**src/rtl/lms_pkg.sv**
```systemverilog
package lms_pkg;

  // Controller phases: filter pass, error capture, weight-update pass
  typedef enum logic [2:0] {
    ST_IDLE,
    ST_FSTART,
    ST_FWAIT,
    ST_ERR,
    ST_USTART,
    ST_UWAIT
  } lms_state_t;

  // Operations on a rotating register stack
  typedef enum logic [1:0] {
    STK_HOLD,    // keep contents
    STK_ROT,     // head moves to tail, next entry becomes head
    STK_ROT_WR,  // as STK_ROT, but tail receives din instead of old head
    STK_PUSH     // din becomes head, every entry moves one deeper, last dropped
  } stk_op_t;

endpackage

```
**src/rtl/lms_rot_stack.sv**
```systemverilog
module lms_rot_stack
  import lms_pkg::*;
#(
  parameter int W = 12,
  parameter int N = 8
) (
  input  logic         clk,
  input  logic         rst,
  input  stk_op_t      op,
  input  logic [W-1:0] din,
  output logic [W-1:0] head
);

  logic [W-1:0] ent [N];
  logic [W-1:0] nxt [N];

  generate
    if (N == 1) begin : g_single
      always_comb begin
        nxt[0] = ent[0];
        if (op == STK_ROT_WR || op == STK_PUSH) nxt[0] = din;
      end
    end else begin : g_multi
      always_comb begin
        for (int i = 0; i < N; i++) nxt[i] = ent[i];
        case (op)
          STK_ROT: begin
            for (int i = 0; i < N - 1; i++) nxt[i] = ent[i+1];
            nxt[N-1] = ent[0];
          end
          STK_ROT_WR: begin
            for (int i = 0; i < N - 1; i++) nxt[i] = ent[i+1];
            nxt[N-1] = din;
          end
          STK_PUSH: begin
            nxt[0] = din;
            for (int i = 1; i < N; i++) nxt[i] = ent[i-1];
          end
          default: ;
        endcase
      end
    end
  endgenerate

  always_ff @(posedge clk) begin
    if (rst) begin
      for (int i = 0; i < N; i++) ent[i] <= '0;
    end else begin
      for (int i = 0; i < N; i++) ent[i] <= nxt[i];
    end
  end

  assign head = ent[0];

endmodule

```
**src/rtl/lms_smul.sv**
```systemverilog
// Sequential signed multiplier: magnitudes shift-added over W steps.
module lms_smul #(
  parameter int W = 8
) (
  input  logic                  clk,
  input  logic                  rst,
  input  logic                  start,
  input  logic signed [W-1:0]   a,
  input  logic signed [W-1:0]   b,
  output logic                  done,
  output logic signed [2*W-1:0] prod
);

  localparam int PW = 2 * W;
  localparam int CW = $clog2(W + 1);

  logic [PW-1:0] mcand_q, sum_q;
  logic [W-1:0]  mplr_q;
  logic          neg_q, busy_q, done_q;
  logic [CW-1:0] cnt_q;
  logic [W-1:0]  a_mag, b_mag;

  assign a_mag = a[W-1] ? W'(-a) : W'(a);
  assign b_mag = b[W-1] ? W'(-b) : W'(b);

  always_ff @(posedge clk) begin
    if (rst) begin
      mcand_q <= '0;
      sum_q   <= '0;
      mplr_q  <= '0;
      neg_q   <= 1'b0;
      busy_q  <= 1'b0;
      done_q  <= 1'b0;
      cnt_q   <= '0;
    end else begin
      done_q <= 1'b0;
      if (start) begin
        mcand_q <= PW'(a_mag);
        mplr_q  <= b_mag;
        sum_q   <= '0;
        neg_q   <= a[W-1] ^ b[W-1];
        cnt_q   <= '0;
        busy_q  <= 1'b1;
      end else if (busy_q) begin
        if (mplr_q[0]) sum_q <= sum_q + mcand_q;
        mcand_q <= mcand_q << 1;
        mplr_q  <= mplr_q >> 1;
        cnt_q   <= cnt_q + 1'b1;
        if (cnt_q == CW'(W - 1)) begin
          busy_q <= 1'b0;
          done_q <= 1'b1;
        end
      end
    end
  end

  assign done = done_q;
  assign prod = neg_q ? -$signed(sum_q) : $signed(sum_q);

endmodule

```
**src/rtl/lms_ctrl.sv**
```systemverilog
module lms_ctrl
  import lms_pkg::*;
#(
  parameter int NTAP = 8
) (
  input  logic    clk,
  input  logic    rst,
  input  logic    in_valid,
  input  logic    mul_done,
  output logic    in_ready,
  output logic    in_fire,
  output logic    mul_start,
  output logic    sel_upd,
  output logic    acc_clr,
  output logic    acc_en,
  output logic    err_en,
  output stk_op_t hist_op,
  output stk_op_t wgt_op
);

  localparam int KW = (NTAP > 1) ? $clog2(NTAP) : 1;

  lms_state_t state_q, state_d;
  logic [KW-1:0] k_q, k_d;
  logic tap_last;

  assign tap_last = (k_q == KW'(NTAP - 1));
  assign in_ready = (state_q == ST_IDLE);
  assign in_fire  = in_valid && in_ready;

  always_comb begin
    state_d   = state_q;
    k_d       = k_q;
    mul_start = 1'b0;
    sel_upd   = 1'b0;
    acc_clr   = 1'b0;
    acc_en    = 1'b0;
    err_en    = 1'b0;
    hist_op   = STK_HOLD;
    wgt_op    = STK_HOLD;
    case (state_q)
      ST_IDLE: begin
        if (in_fire) begin
          hist_op = STK_PUSH;
          acc_clr = 1'b1;
          k_d     = '0;
          state_d = ST_FSTART;
        end
      end
      ST_FSTART: begin
        mul_start = 1'b1;
        state_d   = ST_FWAIT;
      end
      ST_FWAIT: begin
        if (mul_done) begin
          acc_en  = 1'b1;
          hist_op = STK_ROT;
          wgt_op  = STK_ROT;
          if (tap_last) begin
            k_d     = '0;
            state_d = ST_ERR;
          end else begin
            k_d     = k_q + 1'b1;
            state_d = ST_FSTART;
          end
        end
      end
      ST_ERR: begin
        err_en  = 1'b1;
        state_d = ST_USTART;
      end
      ST_USTART: begin
        mul_start = 1'b1;
        sel_upd   = 1'b1;
        state_d   = ST_UWAIT;
      end
      ST_UWAIT: begin
        sel_upd = 1'b1;
        if (mul_done) begin
          wgt_op  = STK_ROT_WR;
          hist_op = STK_ROT;
          if (tap_last) begin
            k_d     = '0;
            state_d = ST_IDLE;
          end else begin
            k_d     = k_q + 1'b1;
            state_d = ST_USTART;
          end
        end
      end
      default: state_d = ST_IDLE;
    endcase
  end

  always_ff @(posedge clk) begin
    if (rst) begin
      state_q <= ST_IDLE;
      k_q     <= '0;
    end else begin
      state_q <= state_d;
      k_q     <= k_d;
    end
  end

endmodule

```
**src/rtl/lms_dpath.sv**
```systemverilog
// Accumulator, error saturation and weight-update arithmetic.
module lms_dpath #(
  parameter int DW       = 8,
  parameter int WW       = 12,
  parameter int MU_SHIFT = 7
) (
  input  logic                   clk,
  input  logic                   rst,
  input  logic                   in_fire,
  input  logic [DW-1:0]          in_noisy,
  input  logic                   acc_clr,
  input  logic                   acc_en,
  input  logic                   err_en,
  input  logic signed [2*DW-1:0] prod,
  input  logic signed [WW-1:0]   w_head,
  output logic signed [WW-1:0]   w_next,
  output logic signed [DW-1:0]   err_q,
  output logic                   out_valid
);

  localparam int PW  = 2 * DW;
  localparam int SW  = ((WW > PW) ? WW : PW) + 1;
  localparam int RSH = DW - 1;

  localparam logic signed [WW:0]   EMAX = (WW+1)'((1 << (DW - 1)) - 1);
  localparam logic signed [WW:0]   EMIN = -(WW+1)'(1 << (DW - 1));
  localparam logic signed [SW-1:0] WMAX = SW'((1 << (WW - 1)) - 1);
  localparam logic signed [SW-1:0] WMIN = -SW'(1 << (WW - 1));

  logic signed [DW-1:0] noisy_q;
  logic signed [WW-1:0] acc_q;
  logic signed [PW:0]   prod_ext, prod_rnd;
  logic signed [WW-1:0] term;
  logic signed [WW:0]   diff;
  logic signed [DW-1:0] err_sat;
  logic signed [PW-1:0] delta;
  logic signed [SW-1:0] wsum;

  // rounded product, scaled back to sample units
  assign prod_ext = (PW+1)'(prod);
  assign prod_rnd = prod_ext + (PW+1)'(1 << (RSH - 1));
  assign term     = WW'(prod_rnd >>> RSH);

  // error and clamp
  assign diff = (WW+1)'(noisy_q) - (WW+1)'(acc_q);
  always_comb begin
    if (diff > EMAX)      err_sat = EMAX[DW-1:0];
    else if (diff < EMIN) err_sat = EMIN[DW-1:0];
    else                  err_sat = diff[DW-1:0];
  end

  // step-scaled correction and clamp
  assign delta = prod >>> MU_SHIFT;
  assign wsum  = SW'(w_head) + SW'(delta);
  always_comb begin
    if (wsum > WMAX)      w_next = WMAX[WW-1:0];
    else if (wsum < WMIN) w_next = WMIN[WW-1:0];
    else                  w_next = wsum[WW-1:0];
  end

  always_ff @(posedge clk) begin
    if (rst) begin
      noisy_q   <= '0;
      acc_q     <= '0;
      err_q     <= '0;
      out_valid <= 1'b0;
    end else begin
      out_valid <= err_en;
      if (in_fire) noisy_q <= $signed(in_noisy);
      if (acc_clr) acc_q <= '0;
      else if (acc_en) acc_q <= acc_q + term;
      if (err_en) err_q <= err_sat;
    end
  end

endmodule

```
**src/rtl/lms_canceller.sv**
```systemverilog
module lms_canceller
  import lms_pkg::*;
#(
  parameter int DW       = 8,
  parameter int NTAP     = 8,
  parameter int WW       = 12,
  parameter int MU_SHIFT = 7
) (
  input  logic          clk,
  input  logic          rst,
  input  logic          in_valid,
  output logic          in_ready,
  input  logic [DW-1:0] in_noisy,
  input  logic [DW-1:0] in_ref,
  output logic          out_valid,
  output logic [DW-1:0] out_data
);

  localparam int PW = 2 * DW;

  stk_op_t hist_op, wgt_op;
  logic in_fire, mul_start, mul_done, sel_upd, acc_clr, acc_en, err_en;
  logic [DW-1:0]        x_head;
  logic [WW-1:0]        w_head;
  logic signed [WW-1:0] w_next;
  logic signed [DW-1:0] err_q, mul_a, mul_b;
  logic signed [PW-1:0] prod;

  lms_ctrl #(.NTAP(NTAP)) u_ctrl (
    .clk      (clk),
    .rst      (rst),
    .in_valid (in_valid),
    .mul_done (mul_done),
    .in_ready (in_ready),
    .in_fire  (in_fire),
    .mul_start(mul_start),
    .sel_upd  (sel_upd),
    .acc_clr  (acc_clr),
    .acc_en   (acc_en),
    .err_en   (err_en),
    .hist_op  (hist_op),
    .wgt_op   (wgt_op)
  );

  // reference history, head is the tap under work
  lms_rot_stack #(.W(DW), .N(NTAP)) u_hist (
    .clk (clk),
    .rst (rst),
    .op  (hist_op),
    .din (in_ref),
    .head(x_head)
  );

  // Tap weights, rewritten at the tail during the update pass
  lms_rot_stack #(.W(WW), .N(NTAP)) u_wgt (
    .clk (clk),
    .rst (rst),
    .op  (wgt_op),
    .din (w_next),
    .head(w_head)
  );

  // Shared multiplier: coefficient x reference, or error x reference
  assign mul_a = sel_upd ? err_q : $signed(w_head[WW-1 -: DW]);
  assign mul_b = $signed(x_head);

  lms_smul #(.W(DW)) u_mul (
    .clk  (clk),
    .rst  (rst),
    .start(mul_start),
    .a    (mul_a),
    .b    (mul_b),
    .done (mul_done),
    .prod (prod)
  );

  lms_dpath #(.DW(DW), .WW(WW), .MU_SHIFT(MU_SHIFT)) u_dp (
    .clk      (clk),
    .rst      (rst),
    .in_fire  (in_fire),
    .in_noisy (in_noisy),
    .acc_clr  (acc_clr),
    .acc_en   (acc_en),
    .err_en   (err_en),
    .prod     (prod),
    .w_head   ($signed(w_head)),
    .w_next   (w_next),
    .err_q    (err_q),
    .out_valid(out_valid)
  );

  assign out_data = err_q;

endmodule

```
**config.mk**
```make
export PLATFORM = sky130hd
export DESIGN_NAME = lms_canceller
export DESIGN_NICKNAME = d
export VERILOG_FILES = /design/src/rtl/lms_pkg.sv /design/src/rtl/lms_rot_stack.sv /design/src/rtl/lms_smul.sv /design/src/rtl/lms_ctrl.sv /design/src/rtl/lms_dpath.sv /design/src/rtl/lms_canceller.sv
export SDC_FILE = /design/constraint.sdc
export NUM_CORES = 1
export LEC_CHECK = 0
export BUFFER_PORTS_ARGS = -buffer_cell sky130_fd_sc_hd__buf_2
export CAP_MARGIN = 20
export CORE_MARGIN = 2
export CORE_UTILIZATION = 63
export DETAILED_ROUTE_END_ITERATION = 8
export GPL_ROUTABILITY_DRIVEN = 0
export GPL_TIMING_DRIVEN = 0
export HOLD_SLACK_MARGIN = 0.02
export PLACE_DENSITY = 0.8
export SYNTH_ARGS = -nofsm -noshare
export SYNTH_HDL_FRONTEND = slang
export SYNTH_SLANG_ARGS = --single-unit
```
**constraint.sdc**
```tcl
create_clock -name clk -period 4.3 [get_ports clk]
set_input_delay 0.43 -clock clk [delete_from_list [all_inputs] [get_ports clk]]
set_output_delay 0.43 -clock clk [all_outputs]
set_load 0.02 [all_outputs]
```
==> impl_metrics.json, run 1 <==
{
  "grt_pass1_wl_um": 52000,
  "drt_drc_violations_left": 0,
  "cp-end-kind": "flop",
  "synth_flop_cell": "dfxtp_1",
  "clk_path_buf_depth": 3,
  "grt_max_degree": 14,
  "layout_commonest_cell": "nand2_1",
  "die_height_um": 144,
  "drt-total-wl_um": 32600,
  "ant_nets": 0,
  "ir_drop_v": 0.000345,
  "wl_met2_um": 15000,
  "yosys_warnings": 0,
  "drive_above_1_share_pct": 6.61,
  "maxCapViolCount": 0,
  "max_freq_mhz": 235,
  "vias_per_cell": 5.98,
  "die_area_um2": 20900,
  "fin_crit_ps": 4260,
  "pre_cts_ws_ps": -164,
  "final.setup.tns_ps": 0,
  "vias": 11500,
  "cts_tree": "yes",
  "holdCritPathClass": "in2reg",
  "cts_hold_buf": 0,
  "syn_inst": 1586,
  "antenna_found_initial": 0,
  "synth_edf_count": 0,
  "maxSlewViolCount": 0,
  "h-tree-depth": 1,
  "cts_root_buf": "clkbuf_16",
  "fp-row-count": 51,
  "max_slew_margin_pct": 47.2,
  "io_buffers": 27,
  "p_leak_uw": 0.00523,
  "async_flop_share_pct": 0,
  "start_kind": "flop",
  "dpl.hpwl_um": 23100,
  "grt_pass1_vias": 10700,
  "io-pin-count": 29,
  "place_area_um2": 12900,
  "crit_path_max_fanout": 7,
  "syn_to_final_growth_pct": 12.6,
  "final_area_um2": 14000,
  "firstDrtPassIters": 6,
  "dr.max_layer_used": "met4",
  "overflow": 0,
  "dr_wl_met3_um": 1980,
  "final.setup_skew_ps": 22.3,
  "synth-seq-area-share_pct": 39.0,
  "antenna-diode-count": 0,
  "grtUsageTotal_pct": 30.6,
  "finalSetupViolations": 0,
  "synth_top_area_share_pct": 39.0,
  "ys_types": 67,
  "final_cell_mix": "nand2_1, dfxtp_1, a21oi_1, nor2_1, clkbuf_1",
  "initial_utilization_pct": 64.1,
  "synth_area_leaders": "dfxtp_1, nand2_1, a21oi_1",
  "first_iter_violations": 840,
  "cts_made_buffers": 26,
  "clk_latency_ps": 540,
  "syn-num-nets": 1667,
  "p_total_uw": 5350,
  "clock_sinks": 242,
  "core_area_um2": 19400,
  "finalHoldViolCount": 0,
  "avgSynthCellArea_um2": 7.84,
  "tightestPinTransition_ps": 792,
  "ys_ff_latch": 242,
  "clk_pin_slew_ps": 60,
  "worst_ep_required_time_ps": 4720,
  "die_w_um": 144,
  "rsz0062_at_grt": "yes",
  "power_per_cell_area_nw_per_um2": 382,
  "arrival_ps": 4680,
  "status": "complete, no violations",
  "yosys.area.top_type": "dfxtp_1",
  "path_class": "reg2reg",
  "wl_met1_um": 14500,
  "final.setup.worst_slack_ps": 37.7,
  "fin_nets": 1725,
  "netlist_area_um2": 12400,
  "finalCritPeriodShare_pct": 99.1,
  "avgRoutedWirePerCell_um": 16.9
}
[through the flow]
step           hold slack (ps)  util, %  std cells
2_1_floorplan              432        -       1586
3_3_place_gp               440     66.5       1878
3_5_place_dp               445     66.5       1878
4_1_cts                    124     71.3       1926
5_1_grt                    134     72.2       1929
6_report                   127     72.2       1929
[timing repair]
action	in CTS	in global routing
pin swaps	1	4
endpoints found under the setup margin	13	13
setup buffers	0	3
gates resized for setup	9	27
endpoints found under the hold margin	0	0
[registers in the layout, summed over array words and instances (netlist names)]
| signal | flops |
|---|---|
| u_ctrl.state_q | 3 |
| u_dp.noisy_q | 8 |
| u_dp.out_valid | 1 |
| u_ctrl.k_q | 3 |
| u_mul.sum_q | 16 |
| u_mul.done | 1 |
| u_dp.acc_q | 12 |
| u_dp.err_q | 8 |
| u_wgt.ent | 96 |
| u_mul.busy_q | 1 |
| u_mul.mcand_q | 16 |
| u_mul.mplr_q | 8 |
| u_hist.ent | 64 |
| u_mul.cnt_q | 4 |
| u_mul.neg_q | 1 |
[area by class of cell]
class / instances / area [um^2]
clock inverters: 8 / 115
flip-flops and latches: 242 / 4840
inverters: 33 / 124
fillers: 1584 / 5390
clock buffers: 40 / 774
multi-input cells: 1207 / 7260
plain buffers: 104 / 394
well taps: 265 / 332
repair buffers: 30 / 158
[path summary, 6_finish.rpt]
kind / slack [ps] / depth (start not counted) / startpoint / to
worst max-delay path: 40 / 16 / u_mul.sum_q[1] / u_wgt.ent[1][40]
worst min-delay path: 130 / 3 / in_noisy[1] / u_dp.noisy_q[1]
worst max register to register: 40 / 16 / u_mul.sum_q[1] / u_wgt.ent[1][40]
worst min register to register: 450 / 2 / u_wgt.ent[0][34] / u_wgt.ent[0][34]
[where the power goes]
part	leakage, uW	total (uW)	switching (uW)	internal, uW
Clock	0.000440	2320	908	1410
Sequential	0.00197	2440	95.7	2340
Combinational	0.00283	586	368	218
Total	0.00523	5350	1370	3980
[synthesized netlist by cell type (4+ instances only)]
master	number
mux2i_1	41
o31ai_1	7
a21o_1	14
ha_1	58
a31oi_1	6
o21a_1	6
or4_1	5
buf_1	10
nand2_1	393
nor4_1	4
fa_1	4
o22ai_1	4
xnor2_1	35
xor2_1	27
nor2b_1	11
a21oi_1	154
o32ai_1	6
or3_1	16
o31a_1	6
nand2b_1	15
dfxtp_1	242
inv_1	32
o211ai_1	7
nor3_1	19
a311oi_1	67
clkbuf_1	93
and3_1	4
o21ai_0	27
o21bai_1	6
nand3_1	22
and2_1	5
a211oi_1	29
nand4_1	4
nand3b_1	6
nor2_1	151
[critical path, stage by stage, from the launching register on]
cell and delay [ps]:
dfxtp_1 340, or4_1 500, buf_2 180, or4_4 560, or3_4 380, nand2_2 100, xor2_2 200, inv_2 90
ha_4 230, nand2_1 100, o211a_1 180, nand3_2 120, a311oi_2 320, nor2b_1 90, mux2_4 330, o21ai_0 310
a21oi_1 120
[cells by family (layout without fill, tap and decap cells)]
kind of cell | count (synthesis) | count (layout) | synth area share [%]
AOI/OAI and AO/OA | 369 | 369 | 19.8
xor gates and xnor gates | 62 | 62 | 4.37
adders and majority gates | 62 | 62 | 6.48
buffers and inverters | 137 | 215 | 4.15
DFF | 242 | 242 | 39.0
muxes | 44 | 44 | 3.57
and+or+nand+nor | 670 | 670 | 22.7
[layer usage]
layer	up-vias	global-route usage [%]
li1	5660	-
met4	0	11.7
met5	-	0
met2	373	51.2
met1	5417	40.6
met3	83	3.77
Power figures use the tool's default switching activity.
==> run 2: changes to the inputs <==
ABC_AREA = 1   (was not set)
==> run 2 against run 1 <==
Compared with the run above:
- fmax is 18% higher
- setup slack better by 640 ps
- worst hold slack worse by 5.9 ps
- routed wire length is 2.1% higher
- first-iteration DRC count is 20% higher
- sequential power is 2% higher
- clock-buffer cell count is 8 lower
- clock skew is 1.8 ps higher
- die area is 0.90% higher
- sequential share of layout area is 0.26 points higher
- clock power hardly changed
- non-clock buffer count is 16 lower
- critical path type unchanged
- largest cell class unchanged
- highest routed layer unchanged
==> impl_metrics.json, run 2 <==
{
  "status": "complete, no violations",
  "final.setup_skew_ps": 24.0,
  "cts_made_buffers": 25,
  "synth_area_leaders": "dfxtp_1, nand2_1, nor2_1",
  "pwr-share-clk_pct": 35.5,
  "cts_root_buf": "clkbuf_16",
  "syn-num-nets": 1859,
  "r2r_cells": 24,
  "tightestPinTransition_ps": 989,
  "die_w_um": 145,
  "p_int_uw": 4330,
  "firstDrtPassIters": 5,
  "grt_pass1_wl_um": 54400,
  "post-cts-setup-buffers": 0,
  "largest_register": "u_wgt.ent",
  "ys_ff_latch": 242,
  "yosysMostFrequentCell": "nand2_1",
  "maxCapViolCount": 0,
  "cp_common_cell": "nand2_1",
  "cp_num_cells": 24,
  "first_iter_violations": 1009,
  "antenna-diode-count": 0,
  "swShare_pct": 34.3,
  "p_leak_uw": 0.00584,
  "h-tree-depth": 1,
  "core_area_um2": 19500,
  "syn_inst": 1778,
  "ant_nets": 0,
  "max_freq_mhz": 276,
  "finalCritPeriodShare_pct": 84.3,
  "pwr-share-comb_pct": 26.9,
  "switching_power_uw": 2260,
  "ys_types": 47,
  "finalSetupViolations": 0,
  "crit_family": "simple AND/OR/NAND/NOR gates",
  "avgSynthCellArea_um2": 7.06,
  "cts_hold_buf": 0,
  "maxSlewViolCount": 0,
  "grt_max_degree": 16,
  "worstHoldPathCells": 3,
  "max_slew_margin_pct": 33.6,
  "fin_nets": 1913,
  "cp-end-kind": "flop",
  "grt_pass1_vias": 11200,
  "crit_slowest_cell": "dfxtp_1",
  "seqPwrFrac_pct": 37.7,
  "cts_tree": "yes",
  "drt_drc_violations_left": 0,
  "synth-seq-area-share_pct": 38.6,
  "path_cells": "nor2_1 > nand2_2 > nor2_2 > nand2_1 > nand2_1 > xnor2_1 > ha_1 > nand2_2 > nor2_4 > xor2_1 > inv_1 > ha_1 > a21oi_1 > nand2_1 > nand2_1 > nand2_1 > nand2_1 > a21boi_0 > o21ai_0 > nand2_1 > nand2_1 > nand3_1 > o211ai_1 > inv_1",
  "clock_sinks": 242,
  "final.setup.tns_ps": 0,
  "ir_drop_v": 0.000502,
  "vias_per_cell": 5.68,
  "grtUsageTotal_pct": 30.8,
  "fin_crit_ps": 3620,
  "path_class": "reg2reg",
  "holdCritPathClass": "in2reg",
  "fp-row-count": 51,
  "dpl.hpwl_um": 24200,
  "yosys_warnings": 0,
  "yosys.area.top_type": "dfxtp_1",
  "synth_flop_cell": "dfxtp_1",
  "path_buf_inv": 2,
  "io_buffers": 27,
  "synth_edf_count": 0,
  "power_per_cell_area_nw_per_um2": 475,
  "final_cell_mix": "nand2_1, dfxtp_1, nor2_1, o21ai_0, inv_1",
  "rsz0062_at_grt": "no",
  "drive_above_1_share_pct": 7.62,
  "arrival_ps": 4050,
  "clk_pin_slew_ps": 60,
  "crit_path_max_fanout": 6,
  "ctsResizeCount": 0,
  "clk_path_buf_depth": 3,
  "synth.cells.most_frequent": "nand2_1, dfxtp_1, nor2_1",
  "worst_ep_required_time_ps": 4730,
  "overflow": 0,
  "largest_register_ffs": 96,
  "initial_utilization_pct": 64.3,
  "syn_to_final_growth_pct": 10.8,
  "die_height_um": 145,
  "layout_commonest_cell": "nand2_1",
  "io-pin-count": 29,
  "synth_top_area_share_pct": 38.6,
  "avgRoutedWirePerCell_um": 15.8,
  "vias": 12000,
  "p_total_uw": 6600,
  "antenna_found_initial": 0,
  "start_kind": "flop",
  "die_area_um2": 21100,
  "clk_latency_ps": 540,
  "netlist_area_um2": 12600,
  "reg.largest.list": "u_wgt.ent (96), u_hist.ent (64)",
  "cpPeakStageDelay_ps": 400,
  "drt-total-wl_um": 33300,
  "async_flop_share_pct": 0,
  "finalHoldViolCount": 0
}
==> run 2: layer usage <==
metal | up-vias | part of all wire [%] | track usage (%)
met4 | 0 | 2.4 | 8.33
li1 | 6000 | - | -
met2 | 360 | 48 | 53.0
met5 | - | 0 | 0
met1 | 5581 | 45 | 41.1
met3 | 64 | 5.5 | 3.84
==> run 2: cell type report <==
type / instances / area [um^2]
sequential: 242 / 4840
clock buffer: 32 / 682
tap: 265 / 332
timing repair buffer: 27 / 135
clock inverter: 13 / 203
inverter: 150 / 563
fill: 1681 / 5620
buffer: 91 / 427
multi-input combinational: 1295 / 6720
==> run 2: logic make-up (layout without fill, tap and decap cells) <==
group           Yosys count  in the layout  share of synthesized area, %
simple gates            774            774                          25.6
compound gates          407            407                          17.9
flops                   242            242                          38.6
buf+inv                 241            313                          7.89
fa+ha+maj                62             62                          6.42
xor+xnor                 52             52                          3.63
==> run 2: worst register-to-register path, cell delays in order, from the launching register on <==
cell and delay (ps):
dfxtp_1 400, nor2_1 90, nand2_2 120, nor2_2 60, nand2_1 60, nand2_1 60, xnor2_1 350, ha_1 280
nand2_2 80, nor2_4 130, xor2_1 180, inv_1 70, ha_1 360, a21oi_1 250, nand2_1 110, nand2_1 80
nand2_1 50, nand2_1 60, a21boi_0 100, o21ai_0 230, nand2_1 90, nand2_1 60, nand3_1 90, o211ai_1 110
inv_1 50
==> run 2: power groups by stage <==
stage / combinational (uW) / sequential [uW] / clock, uW
after floorplan: 1320 / 2500 / 0
after global placement: 1700 / 2530 / 0
after detailed placement: 1740 / 2530 / 0
after CTS: 1750 / 2480 / 2360
after global routing: 2000 / 2500 / 2450
final: 1770 / 2490 / 2340
==> run 2: worst paths after layout <==
path                                         from                 to  slack (ps)
worst min register to register  u_hist.ent[0][56]  u_hist.ent[0][56]         470
worst min-delay path                  in_noisy[4]    u_dp.noisy_q[4]         120
worst max register to register     u_mul.sum_q[3]      u_dp.acc_q[8]         680
worst max-delay path               u_mul.sum_q[3]      u_dp.acc_q[8]         680
==> run 2: stage by stage <==
step	instances	area [um^2]	worst slack, ps	util [%]	hold WS (ps)
floorplan	1778	12600	1300	-	431
global placement	2070	13000	843	66.7	449
detailed placement	2070	13000	746	66.7	459
CTS	2115	13900	708	71.2	114
global route	2115	13900	311	71.2	119
finish	2115	13900	677	71.2	121
==> run 3: changes to the inputs <==
clock period = 3.5 ns   (was 4.3 ns; I/O delays follow)
==> run 3 against run 2 <==
Compared with the run above:
- setup slack worse by 440 ps
- clock skew hardly changed
- fmax is 11% higher
==> impl_metrics.json, run 3 (synthesized netlist as in run 2, its figures left out) <==
{
  "status": "complete, no violations",
  "tightestPinTransition_ps": 713,
  "max_freq_mhz": 307,
  "finalHoldViolCount": 0,
  "crit_slowest_cell": "dfxtp_1",
  "cts_tree": "yes",
  "reg2reg_from": "u_mul.sum_q[5]",
  "r2r_cells": 20,
  "largest_register": "u_wgt.ent",
  "fp-row-count": 51,
  "die_w_um": 145,
  "seqPwrFrac_pct": 37.6,
  "max_slew_margin_pct": 52.5,
  "io-pin-count": 29,
  "path_cells": "nor2_1 > nand2_1 > nand2_1 > xnor2_2 > ha_2 > nand2_2 > nor2_4 > nand3_1 > xor2_1 > inv_1 > ha_1 > nand2_1 > o21ai_0 > a21oi_2 > nor3_1 > o21ai_0 > inv_1 > o21ai_0 > o211ai_1 > inv_1",
  "cts_made_buffers": 25,
  "reg.largest.list": "u_wgt.ent (96), u_hist.ent (64)",
  "hold_ws_ps": 39.9,
  "ant_nets": 0,
  "grt_max_degree": 16,
  "pwr-share-clk_pct": 35.5,
  "r2r_end": "u_dp.acc_q[9]",
  "initial_utilization_pct": 64.3,
  "swShare_pct": 34.4,
  "largest_register_ffs": 96,
  "syn_to_final_growth_pct": 11.7,
  "p_total_uw": 8120,
  "pwr-share-comb_pct": 26.9,
  "power_per_cell_area_nw_per_um2": 579,
  "avgRoutedWirePerCell_um": 15.8,
  "cp_num_cells": 20,
  "clk_pin_slew_ps": 60,
  "grtUsageTotal_pct": 30.8,
  "firstDrtPassIters": 6,
  "drt_drc_violations_left": 0,
  "overflow": 0,
  "clock_sinks": 242,
  "final.setup_skew_ps": 24.1,
  "core_area_um2": 19500,
  "final.setup.worst_slack_ps": 240,
  "final_cell_mix": "nand2_1, dfxtp_1, nor2_1, o21ai_0, inv_1",
  "crit_end": "u_dp.acc_q[9]",
  "vias": 12000,
  "cpPeakStageDelay_ps": 470,
  "layout_commonest_cell": "nand2_1",
  "p_int_uw": 5330,
  "fin_nets": 1917,
  "finalCritPeriodShare_pct": 93.1,
  "antenna_found_initial": 0,
  "path_buf_inv": 3,
  "die_area_um2": 21100,
  "path_class": "reg2reg",
  "crit_path_max_fanout": 4,
  "start_kind": "flop",
  "clk_latency_ps": 540,
  "cp-end-kind": "flop",
  "die_height_um": 145,
  "h-tree-depth": 1,
  "clk_path_buf_depth": 3,
  "ir_drop_v": 0.000614,
  "cts_root_buf": "clkbuf_16",
  "p_leak_uw": 0.00588,
  "r2r_setup_slack_ps": 240,
  "grt_pass1_vias": 11200,
  "worst_ep_required_time_ps": 3930,
  "fin_crit_ps": 3260,
  "maxSlewViolCount": 0,
  "vias_per_cell": 5.68,
  "maxCapViolCount": 0,
  "dpl.hpwl_um": 24200,
  "crit_family": "simple AND/OR/NAND/NOR gates",
  "holdCritPathClass": "in2reg",
  "startpoint": "u_mul.sum_q[5]",
  "arrival_ps": 3690,
  "grt_pass1_wl_um": 54400,
  "finalSetupViolations": 0,
  "antenna-diode-count": 0,
  "drt-total-wl_um": 33400,
  "drive_above_1_share_pct": 8.85,
  "first_iter_violations": 997,
  "pre_cts_ws_ps": -54.4,
  "switching_power_uw": 2790,
  "io_buffers": 27
}
[run 3: cell types whose count changed in the layout (fill, tap and decap cells not counted), moves of 3 or more]
cell and delta:
dfxtp_2 +7, dfxtp_1 -7, nor2_1 -3, buf_4 +4
nor2_4 +3
[run 3: worst min path at each step]
| stage | start | endpoint | slack (ps) | cells after the start |
|---|---|---|---|---|
| detailed placement | u_wgt.ent[1][37] | u_wgt.ent[1][37] | 460 | 2 |
| finish | in_noisy[4] | u_dp.noisy_q[4] | 40 | 3 |
| global placement | u_wgt.ent[1][43] | u_wgt.ent[1][43] | 450 | 2 |
| CTS | in_noisy[7] | u_dp.noisy_q[7] | 30 | 3 |
| floorplan | u_wgt.ent[1][47] | u_wgt.ent[1][35] | 430 | 2 |
| global route | in_noisy[4] | u_dp.noisy_q[4] | 40 | 3 |
[run 3: timing repair]
item,CTS,global route
endpoints found under the setup margin,4,15
setup buffers,0,4
pin swaps,0,8
hold buffers,0,0
resized for setup,3,23
[run 3: metal layers]
layer / share of wire [%] / global-route usage (%)
met1: 45 / 41.1
met5: 0 / 0
met3: 5.5 / 3.84
met4: 2.4 / 8.43
met2: 47 / 53.0
[run 3: area by class of cell]
type | instances | area [um^2]
fillers | 1662 | 5510
flip-flops and latches | 242 | 4850
inverters | 150 | 563
clock inverters | 13 | 203
clock buffers | 32 | 682
repair buffers | 31 | 165
plain buffers | 91 | 427
well taps | 265 | 332
multi-input cells | 1295 | 6790
[run 3: per-stage QoR]
stage	cell area, um^2	utilization (%)	TNS [ps]	cells
3_3_place_gp	13000	66.7	0	2070
2_1_floorplan	12600	-	0	1778
3_5_place_dp	13000	66.7	-54.4	2070
4_1_cts	13900	71.3	0	2115
5_1_grt	14000	71.8	-10.9	2119
6_report	14000	71.8	0	2119
[run 3: worst register-to-register path: cells and delay by family (launching register included)]
family	cells	cell delay, ps
AO/OA/AOI/OAI	5	640
XOR/XNOR	2	410
adder cells (fa/ha/maj)	2	580
buffers and inverters	3	160
flip-flops	1	470
AND/OR/NAND/NOR	8	910
[run 3: power groups by stage]
stage          clock network [uW]  registers, uW  logic, uW
6_report                     2880           3050       2190
5_1_grt                      3010           3070       2460
4_1_cts                      2900           3050       2150
3_5_place_dp                    0           3110       2130
3_3_place_gp                    0           3110       2090
2_1_floorplan                   0           3070       1630
